### src/rtl/gpio_bank_pkg.sv
// Package: shared constants and the trigger-setup field layout for gpio_bank.
// Assumes a byte-addressed register port of ADDR_W bits and DATA_W-bit words.
package gpio_bank_pkg;
    localparam int ADDR_W      = 13;
    localparam int DATA_W      = 32;
    localparam int ROUTE_W     = 3;
    localparam logic [ADDR_W-1:0] PIN_BASE   = 13'h1000;
    localparam logic [ADDR_W-1:0] ROUTE_BASE = 13'h0400;
    localparam int PIN_STRIDE   = 16;
    localparam int ROUTE_STRIDE = 4;
    // byte offsets inside one pin's register block
    localparam int OFS_DIR  = 0;
    localparam int OFS_DATA = 4;
    localparam int OFS_TRIG = 8;
    localparam int OFS_STAT = 12;
    // field positions
    localparam int DIR_OE_BIT   = 9;
    localparam int DATA_IN_BIT  = 0;
    localparam int DATA_OUT_BIT = 1;
    localparam int STAT_BIT     = 0;
    localparam logic [ROUTE_W-1:0] ROUTE_APP  = 3'd4;
    localparam logic [ROUTE_W-1:0] ROUTE_NONE = 3'd7;

    // trigger-setup word, bits 3..0
    typedef struct packed {
        logic rec_en;    // bit 3: record trigger in status
        logic edge_mode; // bit 2: 1 edge, 0 level
        logic pol;       // bit 1: 1 rising/high, 0 falling/low
        logic irq_en;    // bit 0: trigger reaches interrupt
    } trig_cfg_t;
endpackage

### src/rtl/gpio_sync.sv
// Module: two-flop synchronizer for a vector of asynchronous pin inputs.
// Assumes each bit is independent; no cross-bit coherence is needed.
module gpio_sync #(
    parameter int W = 4
) (
    input  logic         clk,
    input  logic         rst_n,
    input  logic [W-1:0] d_async,
    output logic [W-1:0] q_sync
);
    logic [W-1:0] stage1;

    // capture and re-time the raw inputs
    always_ff @(posedge clk) begin
        if (!rst_n) begin
            stage1 <= '0;
            q_sync <= '0;
        end else begin
            stage1 <= d_async;
            q_sync <= stage1;
        end
    end
endmodule

### src/rtl/gpio_pin_slice.sv
// Module: register state and trigger detection for one pin.
// Assumes in_sync is already synchronized; write strobes are pre-decoded.
module gpio_pin_slice
    import gpio_bank_pkg::*;
(
    input  logic               clk,
    input  logic               rst_n,
    input  logic               in_sync,
    input  logic               wr_dir,
    input  logic               wr_data,
    input  logic               wr_trig,
    input  logic               wr_stat,
    input  logic               wr_route,
    input  logic               wd_oe,
    input  logic               wd_out,
    input  trig_cfg_t          wd_trig,
    input  logic               wd_clear,
    input  logic [ROUTE_W-1:0] wd_route,
    output logic               oe,
    output logic               out_val,
    output trig_cfg_t          trig,
    output logic [ROUTE_W-1:0] route,
    output logic               status,
    output logic               pending,
    output logic               edge_lat
);
    logic prev_in;
    logic edge_hit;
    logic level_hit;
    logic fire;
    logic clr;

    // previous synchronized level for edge comparison
    always_ff @(posedge clk) begin
        if (!rst_n) prev_in <= 1'b0;
        else        prev_in <= in_sync;
    end

    // edge of the selected direction, level of the selected polarity
    always_comb begin
        edge_hit  = trig.pol ? (in_sync & ~prev_in) : (~in_sync & prev_in);
        level_hit = (in_sync == trig.pol);
        fire      = trig.edge_mode ? edge_hit : level_hit;
        clr       = wr_stat & wd_clear;
    end

    // software-visible configuration registers
    always_ff @(posedge clk) begin
        if (!rst_n) begin
            oe      <= 1'b0;
            out_val <= 1'b0;
            trig    <= '0;
            route   <= ROUTE_NONE;
        end else begin
            if (wr_dir)   oe      <= wd_oe;
            if (wr_data)  out_val <= wd_out;
            if (wr_trig)  trig    <= wd_trig;
            if (wr_route) route   <= wd_route;
        end
    end

    // sticky status: set by a recorded trigger, cleared by write-one
    always_ff @(posedge clk) begin
        if (!rst_n)                   status <= 1'b0;
        else if (fire & trig.rec_en)  status <= 1'b1;
        else if (clr)                 status <= 1'b0;
    end

    // interrupt-side edge latch, independent of the status record
    always_ff @(posedge clk) begin
        if (!rst_n)                                        edge_lat <= 1'b0;
        else if (trig.edge_mode & trig.irq_en & edge_hit)  edge_lat <= 1'b1;
        else if (clr)                                      edge_lat <= 1'b0;
    end

    // pending request seen by the aggregator
    assign pending = trig.edge_mode ? edge_lat : level_hit;
endmodule

### src/rtl/gpio_bank.sv
// Module: GPIO bank top; decodes the register port, instantiates one slice
// per pin and aggregates routed interrupts into one summary line.
// Assumes N_PINS <= 256 so every register fits the address space.
module gpio_bank
    import gpio_bank_pkg::*;
#(
    parameter int N_PINS = 4
) (
    input  logic              clk,
    input  logic              rst_n,
    input  logic              bus_wr,
    input  logic [ADDR_W-1:0] bus_addr,
    input  logic [DATA_W-1:0] bus_wdata,
    output logic [DATA_W-1:0] bus_rdata,
    input  logic [N_PINS-1:0] pin_in,
    output logic [N_PINS-1:0] pin_oe,
    output logic [N_PINS-1:0] pin_out,
    output logic              irq_summary
);
    localparam int TRIG_W = $bits(trig_cfg_t);

    logic [N_PINS-1:0]  in_sync;
    logic [N_PINS-1:0]  status_v;
    logic [N_PINS-1:0]  pend_v;
    logic [N_PINS-1:0]  edge_lat_v;
    logic [N_PINS-1:0]  irq_en_v;
    logic [N_PINS-1:0]  rec_en_v;
    logic [N_PINS-1:0]  edge_mode_v;
    logic [N_PINS-1:0]  route_app_v;
    trig_cfg_t          trig_v  [N_PINS];
    logic [ROUTE_W-1:0] route_v [N_PINS];
    trig_cfg_t          wd_trig;
    logic [DATA_W-1:0]  unused_wdata;

    assign wd_trig      = trig_cfg_t'(bus_wdata[TRIG_W-1:0]);
    assign unused_wdata = bus_wdata;

    gpio_sync #(.W(N_PINS)) u_sync (
        .clk     (clk),
        .rst_n   (rst_n),
        .d_async (pin_in),
        .q_sync  (in_sync)
    );

    for (genvar i = 0; i < N_PINS; i++) begin : g_pin
        localparam logic [ADDR_W-1:0] BLK = PIN_BASE + ADDR_W'(PIN_STRIDE * i);
        localparam logic [ADDR_W-1:0] RTA = ROUTE_BASE + ADDR_W'(ROUTE_STRIDE * i);
        logic hit_dir, hit_data, hit_trig, hit_stat, hit_route;

        // per-pin write decode
        always_comb begin
            hit_dir   = bus_wr && (bus_addr == BLK + ADDR_W'(OFS_DIR));
            hit_data  = bus_wr && (bus_addr == BLK + ADDR_W'(OFS_DATA));
            hit_trig  = bus_wr && (bus_addr == BLK + ADDR_W'(OFS_TRIG));
            hit_stat  = bus_wr && (bus_addr == BLK + ADDR_W'(OFS_STAT));
            hit_route = bus_wr && (bus_addr == RTA);
        end

        gpio_pin_slice u_slice (
            .clk      (clk),
            .rst_n    (rst_n),
            .in_sync  (in_sync[i]),
            .wr_dir   (hit_dir),
            .wr_data  (hit_data),
            .wr_trig  (hit_trig),
            .wr_stat  (hit_stat),
            .wr_route (hit_route),
            .wd_oe    (bus_wdata[DIR_OE_BIT]),
            .wd_out   (bus_wdata[DATA_OUT_BIT]),
            .wd_trig  (wd_trig),
            .wd_clear (bus_wdata[STAT_BIT]),
            .wd_route (bus_wdata[ROUTE_W-1:0]),
            .oe       (pin_oe[i]),
            .out_val  (pin_out[i]),
            .trig     (trig_v[i]),
            .route    (route_v[i]),
            .status   (status_v[i]),
            .pending  (pend_v[i]),
            .edge_lat (edge_lat_v[i])
        );

        // unpack per-pin fields for aggregation and checking
        always_comb begin
            irq_en_v[i]    = trig_v[i].irq_en;
            rec_en_v[i]    = trig_v[i].rec_en;
            edge_mode_v[i] = trig_v[i].edge_mode;
            route_app_v[i] = (route_v[i] == ROUTE_APP);
        end
    end

    // summary line: enabled, routed to the application processor, pending
    assign irq_summary = |(irq_en_v & route_app_v & pend_v);

    // combinational read of the addressed register
    always_comb begin
        bus_rdata = '0;
        for (int i = 0; i < N_PINS; i++) begin
            if (bus_addr == PIN_BASE + ADDR_W'(PIN_STRIDE * i + OFS_DIR))
                bus_rdata[DIR_OE_BIT] = pin_oe[i];
            if (bus_addr == PIN_BASE + ADDR_W'(PIN_STRIDE * i + OFS_DATA)) begin
                bus_rdata[DATA_IN_BIT]  = in_sync[i];
                bus_rdata[DATA_OUT_BIT] = pin_out[i];
            end
            if (bus_addr == PIN_BASE + ADDR_W'(PIN_STRIDE * i + OFS_TRIG))
                bus_rdata[TRIG_W-1:0] = trig_v[i];
            if (bus_addr == PIN_BASE + ADDR_W'(PIN_STRIDE * i + OFS_STAT))
                bus_rdata[STAT_BIT] = status_v[i];
            if (bus_addr == ROUTE_BASE + ADDR_W'(ROUTE_STRIDE * i))
                bus_rdata[ROUTE_W-1:0] = route_v[i];
        end
    end
endmodule

### config.mk
export PLATFORM = sky130hd
export DESIGN_NAME = gpio_bank
export DESIGN_NICKNAME = d
export VERILOG_FILES = /design/src/rtl/gpio_bank_pkg.sv /design/src/rtl/gpio_sync.sv /design/src/rtl/gpio_pin_slice.sv /design/src/rtl/gpio_bank.sv
export SDC_FILE = /design/constraint.sdc
export NUM_CORES = 1
export LEC_CHECK = 0
export BUFFER_PORTS_ARGS = -buffer_cell sky130_fd_sc_hd__clkbuf_2
export CAP_MARGIN = 20
export CELL_PAD_IN_SITES_DETAIL_PLACEMENT = 1
export CELL_PAD_IN_SITES_GLOBAL_PLACEMENT = 1
export CORE_MARGIN = 5
export CORE_UTILIZATION = 41
export DETAILED_ROUTE_END_ITERATION = 6
export GPL_TIMING_DRIVEN = 0
export HOLD_SLACK_MARGIN = 0.02
export PLACE_DENSITY = 0.95
export SLEW_MARGIN = 15
export SYNTH_ARGS = -nofsm -noshare
export SYNTH_HDL_FRONTEND = slang
export SYNTH_SLANG_ARGS = --single-unit
### constraint.sdc
create_clock -name clk -period 2.8 [get_ports clk]
set_input_delay 0.28 -clock clk [delete_from_list [all_inputs] [get_ports clk]]
set_output_delay 0.28 -clock clk [all_outputs]
set_load 0.005 [all_outputs]
# ---- Word-level counts from Yosys, hierarchy flattened
# Cells that the tools add are included.
dict set report totals {
  out_inout_bits 41
  inputBits 52
  reg_bits 56
  elab_cells 177
}
dict set report classes {
  muxes 44
  reduce_logical 29
  n_eq_ne 28
  n_bitwise 34
}
# op count
set op_table {}
lappend op_table {{13-bit equality test (second input constant)} 16}
lappend op_table {{13-bit by 11-bit equality test with 1-bit output (second input constant)} 4}
lappend op_table {{1-bit two-way mux} 32}
lappend op_table {{1-bit AND} 24}
lappend op_table {{1-bit logical AND} 20}
lappend op_table {{4-bit two-way mux} 4}
lappend op_table {{2-bit nonzero test} 8}
lappend op_table {{3-bit equality test (second input constant)} 4}
lappend op_table {{3-bit two-way mux} 4}
lappend op_table {{4-bit AND} 2}
lappend op_table {{2-bit two-way mux} 4}
lappend op_table {{1-bit inverter} 8}
lappend op_table {{1-bit equality test} 4}
lappend op_table {{4-bit OR reduction} 1}

# ---- Depth between registers and ports, before layout
dict set report logic_depth {
  depth_word 17
  depth_mapped 7
  mapped_depth_nobuf 6
}

# ---- Hierarchy
# From an unflattened synthesis, not the netlist that was laid out.
dict set report unflattened {
  cells_unflattened 367
  hier_area_um2 3189.3
}
# mod area_per_inst_um2 cells_per_inst seq_area_each_um2 instances
set by_module_without_submodules {}
lappend by_module_without_submodules {gpio_pin_slice 494.2 49 240.2 4}
lappend by_module_without_submodules {gpio_bank 1002.2 155 0.0 1}
lappend by_module_without_submodules {gpio_sync 210.2 16 160.2 1}

# ---- Worst setup path after synthesis
# Ideal clock, no wire load.
dict set report synth_path {
  kind {input port to output port}
  start {in bus_addr[5]}
  end {out bus_rdata[0]}
  n_path_buf 1
  t_required_ps 2520
  arrival_time_ps 1755
  stages 6
  slack_ps 765
  cell_sequence {buf_2 nor4_4 nand3_2 nor3_2 a211oi_1 a221o_1}
}
dict set report synth_via {
  elab_chain_len 17
  word_cells_on_any_way 32
  cone_classes {eq/ne (16); mux (16)}
}
# item line
set synth_lines {}
lappend synth_lines {{start: declaration} gpio_bank.sv:12} ;# input logic [ADDR_W-1:0] bus_addr,
lappend synth_lines {{13-bit equality test} gpio_bank.sv:100} ;# if (bus_addr == PIN_BASE + ADDR_W'(PIN_STRIDE * i + OFS_DATA)) begin
lappend synth_lines {{2-bit two-way mux} gpio_bank.sv:100}
lappend synth_lines {{4-bit two-way mux} gpio_bank.sv:104} ;# if (bus_addr == PIN_BASE + ADDR_W'(PIN_STRIDE * i + OFS_TRIG))
lappend synth_lines {{1-bit two-way mux} gpio_bank.sv:106} ;# if (bus_addr == PIN_BASE + ADDR_W'(PIN_STRIDE * i + OFS_STAT))
lappend synth_lines {{3-bit two-way mux} gpio_bank.sv:108} ;# if (bus_addr == ROUTE_BASE + ADDR_W'(ROUTE_STRIDE * i))
lappend synth_lines {{2-bit two-way mux} gpio_bank.sv:100}
lappend synth_lines {{4-bit two-way mux} gpio_bank.sv:104}
lappend synth_lines {{1-bit two-way mux} gpio_bank.sv:106}
lappend synth_lines {{3-bit two-way mux} gpio_bank.sv:108}
lappend synth_lines {{2-bit two-way mux} gpio_bank.sv:100}
lappend synth_lines {{4-bit two-way mux} gpio_bank.sv:104}
lappend synth_lines {{1-bit two-way mux} gpio_bank.sv:106}
lappend synth_lines {{3-bit two-way mux} gpio_bank.sv:108}
lappend synth_lines {{2-bit two-way mux} gpio_bank.sv:100}
lappend synth_lines {{4-bit two-way mux} gpio_bank.sv:104}
lappend synth_lines {{1-bit two-way mux} gpio_bank.sv:106}
lappend synth_lines {{3-bit two-way mux (*)} gpio_bank.sv:108}
lappend synth_lines {{end: declaration} gpio_bank.sv:14} ;# output logic [DATA_W-1:0] bus_rdata,
# Mark *: on every way between the ends. The rest lies on a longest branch, timed or not.

# ---- Worst setup path after layout
dict set report layout_path {
  start {in bus_addr[4]}
  end {out bus_rdata[0]}
}
# The elaborated chain is that of the path after synthesis.

==> results_dict.tcl <==
set metrics [dict create \
    hold_ws_ns 0.161 \
    finClkSkew_ns 0.00959 \
    cp.required_ns 2.52 \
    ctsHoldBuffers 0 \
    die_y_um 99.0 \
    hold_viol 0 \
    hold_path_class "input port to flop" \
    worst_path_max_delay_cell "clkbuf_1" \
    cap_violations 0 \
    yosysWarningCount 0 \
    clockRootBuffer "clkbuf_8" \
    synth_edf_count 0 \
    io_pins 93 \
    largest_reg_flops 16 \
    fin_crit_sh_pct 93.0 \
    synthCells 396 \
    via_per_inst 5.67 \
    grt_max_degree 19 \
    period_needed_ns 2.60 \
    seq_area_sq_um 1120 \
    crit_chain "clkbuf_2, clkbuf_1, nand4_1, o22ai_1, a31oi_1, o221ai_1, a221o_1, clkbuf_2" \
    antenna_cells 0 \
    powerDensity_nw_per_um2 428 \
    fmax_mhz 384 \
    worstSkewPairLatency_ns 0.32 \
    gp_congestion 0.937 \
    rows 32 \
    drc 0 \
    num_vias 3203 \
    crit_start "bus_addr[4]" \
    cts_made_buffers 5 \
    rsz0062_at_grt "no" \
    grt_usage_pct 21.6 \
    cts_tree "done" \
    cp-start-kind "input port" \
    hp-start "pin_in[0]" \
    syn_area_sq_um 3250 \
    drive_gt1_share_pct 20.3 \
    cts.sinks 56 \
    antenna_found_initial 0 \
    yosysMostFrequentCell "dfxtp_1" \
    overflow 0 \
    max_stage_delay_ns 0.54 \
    path_common_cell "clkbuf_2" \
    clock_path_buffers 2 \
    r2r_cells 4 \
    wl_um 10600 \
    wire_per_inst_um 18.8 \
    dieArea_sq_um 9810 \
    synth_cell_types 56 \
    ant_nets 0 \
    avgSynthCellArea_sq_um 8.21 \
    start_util_pct 42.1 \
    n_fill_cell 985 \
    yosys-top-cells-area "dfxtp_1 (34%), buf_4 (8.1%), nand2_1 (5.1%)" \
    portBuffers 33 \
    core-area_sq_um 7730 \
    outcome "finished clean" \
    critical_path_class "input port to output port" \
    worst_slew_pin_slew_ns 0.732 \
    grt_pass1_vias 3290 \
    ys_seq_elements 56 \
    maxSlewHeadroom_pct 51.1 \
    clkTransAtPathRegs_ns 0.10 \
    synth_area_leader_cell "dfxtp_1" \
    crit_end "bus_rdata[0]" \
    cts_max_level 2 \
    setup_viol 0 \
    rrSetupSlack_ns 1.64 \
    crit_path_end_kind "output port" \
    final_nets 514 \
    multi_input_area_sq_um 1870 \
    drt_iter0_drc 228 \
    yosys.area.top_type_share_pct 34.5 \
    drtPass1Iterations 5 \
    grt_pass1_wl_um 17000 \
    cts_setup_buffers 0 \
    hold_depth 2 \
    cts_resized 0 \
    reg2reg_to "g_pin[1].u_slice.status" \
    top_register "g_pin.u_slice.trig" \
    worstPathArrival_ns 2.32 \
    die_w_um 99.0 \
    r2r_start "g_pin[1].u_slice.trig[1]" \
    top_regs "g_pin.u_slice.trig x16, g_pin.u_slice.route x12" \
    hpwl_um 8130 \
    fin_setup_tns_ns 0 \
    synth-main-ff-cell "dfxtp_1" \
    p_leak_nw 1.42 \
    max-vdd-ir-drop_mv 0.209 \
    slew_violations 0 \
    ys_seq_area_share_pct 34.5 \
    synthArstFlopShare_pct 0 \
    syn_to_final_growth_pct 16.4 \
    cp_max_fo 10 \
    ys_top_cells_by_count "dfxtp_1 (56), nand2_1 (44), buf_4 (35)" \
]
==> placed cells by master (no fill, tap or decap), drive strengths merged, types with 9 or more instances in the layout <==
cell type / n
nor2: 23
nand4: 9
clkbuf: 55
mux2i: 16
o21ai: 30
a21boi: 17
a21oi: 11
nor2b: 17
and2: 13
nand3: 17
nor3: 13
nand2: 44
conb: 27
dfxtp: 56
buf: 37
==> area by class of cell <==
class	instances	area share, %
Multi-Input combinational cell	306	49.5
Clock inverter	3	1.82
Sequential cell	56	29.6
Inverter	6	0.595
Timing Repair Buffer	33	4.37
Buffer	54	8.90
Tap cell	102	3.37
Clock buffer	5	1.82
==> worst min path at each step <==
stage	to	slack, ns
3_3_place_gp	u_sync.q_sync[2]	0.42
5_1_grt	u_sync.stage1[2]	0.16
6_report	u_sync.stage1[0]	0.16
3_5_place_dp	u_sync.q_sync[3]	0.42
4_1_cts	u_sync.stage1[3]	0.16
2_1_floorplan	u_sync.stage1[0]	0.41
==> critical path: cells and delay by family <==
kind	cells	cell delay, ns
simple gates	1	0.44
compound gates	4	0.76
buf+inv	3	0.85
==> through the flow <==
step / power, mW / instances / worst slack [ns] / area, sq um / utilization [%]
2_1_floorplan: 0.927 / 422 / 0.765 / 3350 / -
3_3_place_gp: 0.978 / 557 / 0.220 / 3640 / 47.1
3_5_place_dp: 0.982 / 557 / 0.181 / 3640 / 47.1
4_1_cts: 1.62 / 565 / 0.175 / 3780 / 48.9
5_1_grt: 1.66 / 565 / 0.153 / 3780 / 49.0
6_report: 1.62 / 565 / 0.197 / 3780 / 49.0
==> layer usage <==
layer  global-route usage, %  share of wire [%]  vias up  wire (um)
met3                    3.75                6.7       29        707
met2                    38.0                 50      135       5270
met4                    6.83                2.7        0        285
met1                    26.7                 41     1550       4350
met5                       0                  0        -          0
li1                        -                  -     1489          -
==> power by group <==
| group | internal, mW | switching [mW] |
|---|---|---|
| Sequential | 0.803 | 0.00458 |
| Clock | 0.360 | 0.292 |
| Combinational | 0.0645 | 0.0968 |
==> kinds of logic after synthesis <==
family | share of synthesized area, %
other cells | 0.115
buf+inv | 11.0
compound gates | 18.8
xor+xnor | 1.08
simple gates | 28.1
flops | 34.5
mux | 6.31
(Power assumes the default switching activity.)
